[config.mk]
export PLATFORM = sky130hd
export DESIGN_NAME = fmem_init_seq
export DESIGN_NICKNAME = d
export VERILOG_FILES = /design/src/rtl/fmem_init_pkg.sv /design/src/rtl/fmem_seq_timer.sv /design/src/rtl/fmem_seq_flag.sv /design/src/rtl/fmem_seq_drive.sv /design/src/rtl/fmem_init_seq.sv
export SDC_FILE = /design/constraint.sdc
export NUM_CORES = 1
export LEC_CHECK = 0
export BUFFER_PORTS_ARGS = -buffer_cell sky130_fd_sc_hd__buf_2
export CELL_PAD_IN_SITES_DETAIL_PLACEMENT = 1
export CELL_PAD_IN_SITES_GLOBAL_PLACEMENT = 2
export CORE_MARGIN = 2
export CORE_UTILIZATION = 35
export CTS_CLUSTER_DIAMETER = 200
export DETAILED_ROUTE_END_ITERATION = 8
export GPL_TIMING_DRIVEN = 1
export PLACE_DENSITY = 0.82
export SYNTH_ARGS = -nofsm -noshare
export SYNTH_HDL_FRONTEND = slang
export SYNTH_HIERARCHICAL = 1
export SYNTH_SLANG_ARGS = --single-unit
[constraint.sdc]
create_clock -name clk -period 7.25 [get_ports clk]
set_clock_uncertainty 0.15 [all_clocks]
set_input_delay 0.725 -clock clk [delete_from_list [all_inputs] [get_ports clk]]
set_output_delay 0.725 -clock clk [all_outputs]
set_load 0.005 [all_outputs]
[src/rtl/fmem_init_pkg.sv]
package fmem_init_pkg;

    typedef enum logic [2:0] {
        ST_IDLE,
        ST_WAIT,
        ST_DUMMY,
        ST_RESET,
        ST_RREC1,
        ST_RCYC,
        ST_RREC2,
        ST_DONE
    } seq_state_e;

    function automatic int imax(int a, int b);
        return (a > b) ? a : b;
    endfunction

    // Memory clocks run in every phase between the wait and done
    function automatic logic clocks_on(seq_state_e s);
        return (s == ST_DUMMY) || (s == ST_RESET) || (s == ST_RREC1) ||
               (s == ST_RCYC)  || (s == ST_RREC2);
    endfunction

    // Phases that open with a reset strobe followed by a guard window
    function automatic logic strobe_phase(seq_state_e s);
        return (s == ST_RESET) || (s == ST_RREC1) || (s == ST_RREC2);
    endfunction

endpackage

[src/rtl/fmem_seq_timer.sv]
module fmem_seq_timer #(
    parameter int W = 8
) (
    input  logic         clk,
    input  logic         rst,
    input  logic         clr,
    input  logic         en,
    output logic [W-1:0] count
);
    always_ff @(posedge clk) begin
        if (rst || clr) begin
            count <= '0;
        end else if (en) begin
            count <= count + 1'b1;
        end
    end
endmodule

[src/rtl/fmem_seq_flag.sv]
module fmem_seq_flag (
    input  logic clk,
    input  logic rst,
    input  logic clr,
    input  logic set,
    output logic q
);
    always_ff @(posedge clk) begin
        if (rst || clr) begin
            q <= 1'b0;
        end else if (set) begin
            q <= 1'b1;
        end
    end
endmodule

[src/rtl/fmem_seq_drive.sv]
module fmem_seq_drive
    import fmem_init_pkg::*;
#(
    parameter int NPORT = 2
) (
    input  seq_state_e       state,
    input  logic             first_cyc,
    output logic             wclk_en,
    output logic             rclk_en,
    output logic [NPORT-1:0] wrst,
    output logic [NPORT-1:0] rrst,
    output logic             done
);
    logic pulse;

    assign pulse   = strobe_phase(state) && first_cyc;
    assign wclk_en = clocks_on(state);
    assign rclk_en = clocks_on(state);
    assign done    = (state == ST_DONE);

    for (genvar p = 0; p < NPORT; p++) begin : g_port
        assign wrst[p] = pulse;
        assign rrst[p] = pulse;
    end
endmodule

[src/rtl/fmem_init_seq.sv]
module fmem_init_seq
    import fmem_init_pkg::*;
#(
    parameter int NPORT      = 2,
    parameter int STABLE_CYC = 25000,
    parameter int DUMMY_CYC  = 80,
    parameter int RST_GAP    = 2
) (
    input  logic             clk,
    input  logic             rst,
    input  logic             start,
    input  logic             supply_ok,
    output logic             mem_wclk_en,
    output logic             mem_rclk_en,
    output logic [NPORT-1:0] mem_wrst,
    output logic [NPORT-1:0] mem_rrst,
    output logic             done
);
    localparam int CMAX = imax(imax(STABLE_CYC, DUMMY_CYC), RST_GAP + 1);
    localparam int CW   = $clog2(CMAX + 1);
    localparam logic [CW-1:0] WAIT_LAST  = CW'(STABLE_CYC - 1);
    localparam logic [CW-1:0] DUMMY_LAST = CW'(DUMMY_CYC - 1);
    localparam logic [CW-1:0] GAP_LAST   = CW'(RST_GAP);

    seq_state_e    state_q, state_d;
    logic [CW-1:0] cnt;
    logic          t_clr, t_en;
    logic          drop_seen, drop_now, go_recover;

    assign drop_now   = !supply_ok && ((state_q == ST_DUMMY) || (state_q == ST_RESET));
    assign go_recover = drop_seen || drop_now;

    fmem_seq_timer #(.W(CW)) u_timer (
        .clk   (clk),
        .rst   (rst),
        .clr   (t_clr),
        .en    (t_en),
        .count (cnt)
    );

    fmem_seq_flag u_flag (
        .clk (clk),
        .rst (rst),
        .clr (start),
        .set (drop_now),
        .q   (drop_seen)
    );

    always_comb begin
        state_d = state_q;
        t_clr   = 1'b0;
        t_en    = 1'b0;
        case (state_q)
            ST_IDLE: ;
            ST_WAIT: begin
                if (!supply_ok) begin
                    t_clr = 1'b1;
                end else if (cnt == WAIT_LAST) begin
                    state_d = ST_DUMMY;
                    t_clr   = 1'b1;
                end else begin
                    t_en = 1'b1;
                end
            end
            ST_DUMMY, ST_RCYC: begin
                if (cnt == DUMMY_LAST) begin
                    state_d = (state_q == ST_DUMMY) ? ST_RESET : ST_RREC2;
                    t_clr   = 1'b1;
                end else begin
                    t_en = 1'b1;
                end
            end
            ST_RESET, ST_RREC1, ST_RREC2: begin
                if (cnt == GAP_LAST) begin
                    t_clr = 1'b1;
                    if (state_q == ST_RESET) begin
                        state_d = go_recover ? ST_RREC1 : ST_DONE;
                    end else if (state_q == ST_RREC1) begin
                        state_d = ST_RCYC;
                    end else begin
                        state_d = ST_DONE;
                    end
                end else begin
                    t_en = 1'b1;
                end
            end
            ST_DONE: ;
            default: state_d = ST_IDLE;
        endcase
        if (start) begin
            state_d = ST_WAIT;
            t_clr   = 1'b1;
            t_en    = 1'b0;
        end
    end

    always_ff @(posedge clk) begin
        if (rst) begin
            state_q <= ST_IDLE;
        end else begin
            state_q <= state_d;
        end
    end

    fmem_seq_drive #(.NPORT(NPORT)) u_drive (
        .state     (state_q),
        .first_cyc (cnt == '0),
        .wclk_en   (mem_wclk_en),
        .rclk_en   (mem_rclk_en),
        .wrst      (mem_wrst),
        .rrst      (mem_rrst),
        .done      (done)
    );
endmodule

==> flow_summary.ini <==
[logic_synthesis]
syn_inst = 144
syn_area_per_cell_um2 = 8.45
synth_area_um2 = 1220
synth_edf_count = 0
synthTopCellsByArea = dfxtp_1 (31%), nor2_1 (6.8%), nand4_1 (5.1%), xor2_1 (5.0%), xnor2_1 (3.6%)
synthSimpleGateAreaFrac_pct = 43.0
yosys_warnings = 6
seq_area_frac_synth_pct = 31.2
async_flop_share_pct = 0
synth-compound-area-share_pct = 9.25
synth_fa_ha_area_share_pct = 1.03
synthMuxAreaShare_pct = 1.64
synth_top_family_by_area = simple AND/OR/NAND/NOR gates
synth_top_area_cell = dfxtp_1
synth_seq_cells = 19
ys.flop_type = dfxtp_1
synthXorXnorAreaFrac_pct = 8.63
syn-num-nets = 149
synth_top_area_share_pct = 31.2
ys_types = 44

[hold_path]
hold_path.class = reg2reg
hold_start = u_flag/q$_SDFFE_PP0P_

[cts]
hold_buffers = 0
cts_root_buffer = clkbuf_4
ctsResizeCount = 0
cts_tree = built
clk_latency_ps = 300
clock-sinks = 19
htree_num_levels = 1
clockBufferDepth = 2
clk_pin_slew_ps = 110
postCtsSetupBuffers = 0
cts_inserted_buffers = 3

[timing]
drv_slew = 0
fin_tns_setup_ps = 0
fin_crit_ps = 2700
finalSetupViolations = 0
final-hold-violation-count = 0
fmax_mhz = 371
slew-limit-headroom_pct = 60.4
min_period_over_period_pct = 37.2
layout_setup_ws_ps = 4550
rsz0062_at_grt = false
tightest_slew_ps = 593

[finish]
area_growth_pct = 6.37
finish.instance_area_um2 = 1290
drive_gt1_share_pct = 16.2
fin_nets = 154
antenna_cells = 0

[global_routing]
antenna_found_initial = 0
grt_pass1_vias = 1089
grt_pass1_wl_um = 5080
grt_max_degree = 18
gr-usage-all-layers_pct = 15.5
grt_overflow = 0

[floorplan]
rows = 21
die_area_um2 = 3970
die_y_um = 63.0
fp.dieW_um = 63.0
initial_core_util_pct = 36.5
pin_count = 11
core_area_um2 = 3340

[detailed_routing]
drt_first_iter_violations = 27
final_antenna_net_count = 0
drt-total-wl_um = 2870
wl_per_cell_um = 14.8
drcViolationCount = 0
detail_route.first_pass.iterations = 4
vias = 1079
vias_per_cell = 5.56

[place]
place_congestion = 0.783
hpwl_um = 2080
place_area_um2 = 1270
io_buffers = 10
post-place-ws_ps = 4580

[pwr]
leakage_nw = 0.416
power_density_nw_per_um2 = 133
vdd_ir_drop_max_uv = 56.8

[critical_path]
worstSetupStartpoint = u_timer/count[4]$_SDFFE_PP0P_
worstPathCellList = and4b_1, and4_1, o211ai_1, and3_1, nand4_1, nor4_1, xnor2_1, nor2_1
arrival_ps = 2740
slowest_stage = dfxtp_1
cp_max_fo = 7
criticalPathCategory = reg2reg
reg2reg_from = u_timer/count[4]$_SDFFE_PP0P_
worstSetupStartpointType = flip-flop
crit_path_end_kind = flip-flop
slowest_delay_ps = 450
required_ps = 7290

[run_status]
outcome = complete, no violations

[job]
drv_cap = 0
## metrics by stage
step	instances	power [mW]	utilization, %	hold slack [ps]
2_1_floorplan	144	0.116	-	321
3_3_place_gp	190	0.119	38.0	341
3_5_place_dp	190	0.119	38.0	376
4_1_cts	194	0.176	38.8	404
5_1_grt	194	0.182	38.8	431
6_report	194	0.172	38.8	387
## cell type report
class	count	area (µm²)
sequential	19	380
timing repair buffer	10	50.0
inverter	2	7.51
fill	425	2040
tap	46	57.6
clock buffer	4	26.3
multi-input combinational	113	773
## report_power, final
| group | leakage [nW] | internal (mW) | switching (mW) |
|---|---|---|---|
| combinational | 0.248 | 0.00372 | 0.00608 |
| clock | 0.0150 | 0.0214 | 0.0343 |
| sequential | 0.153 | 0.105 | 0.00170 |
| total | 0.416 | 0.130 | 0.0421 |
## sequential cells by signal, summed over array words and instances (netlist names)
signal,flops
u_flag/q,1
u_timer/count,15
state_q,3
## Yosys cell counts (2+ instances only)
library cell and count:
nor2_1 22, dfxtp_1 19, nand4_1 10, nand2_1 8, xor2_1 7, buf_4 5
clkbuf_1 5, nand3_1 5, nor3_1 5, xnor2_1 5, nor4_1 4, a21oi_1 3
and3_1 3, and4_1 3, nor4bb_1 3, a31oi_1 2, and3_4 2, inv_1 2
mux2i_1 2, nand3b_1 2, nor3_2 2, nor4b_1 2, o21ai_0 2
## layer usage
| metal | track usage [%] | vias to the layer above | share of wire, % |
|---|---|---|---|
| met1 | 20.4 | 528 | 47 |
| met4 | 4.17 | 0 | 0.45 |
| li1 | - | 538 | - |
| met2 | 26.7 | 11 | 50 |
| met3 | 1.80 | 2 | 2.3 |
| met5 | 0 | - | 0 |
## layout by cell type (no fill, tap or decap), types with 4 or more instances in the layout
cell type  synthesis  final
nand4_1           10     10
nor4_1             4      4
xor2_1             7      7
xnor2_1            5      5
dfxtp_1           19     19
buf_2              0     10
nand2_1            8      8
nor2_1            22     22
nor3_1             5      5
nand3_1            5      5
## critical path: cells and delay by family (launching register included)
| family | cells | cell delay, ps |
|---|---|---|
| and+or+nand+nor | 6 | 1670 |
| xor gates and xnor gates | 1 | 160 |
| AOI/OAI and AO/OA | 1 | 150 |
| DFF | 1 | 450 |
## final timing paths
path	endpoint	slack, ps	depth (start not counted)
worst max-delay path	u_timer/count[14]$_SDFFE_PP0P_	4550	8
worst min-delay path	u_flag/q$_SDFFE_PP0P_	390	2
worst max register to register	u_timer/count[14]$_SDFFE_PP0P_	4550	8
worst min register to register	u_flag/q$_SDFFE_PP0P_	390	2
## cell families after synthesis
| logic type | count (synthesis) |
|---|---|
| and+or+nand+nor | 84 |
| DFF | 19 |
| AOI/OAI and AO/OA | 14 |
| xor gates and xnor gates | 12 |
| buffers and inverters | 12 |
| muxes | 2 |
| adders and majority gates | 1 |
(Power assumes the default switching activity.)
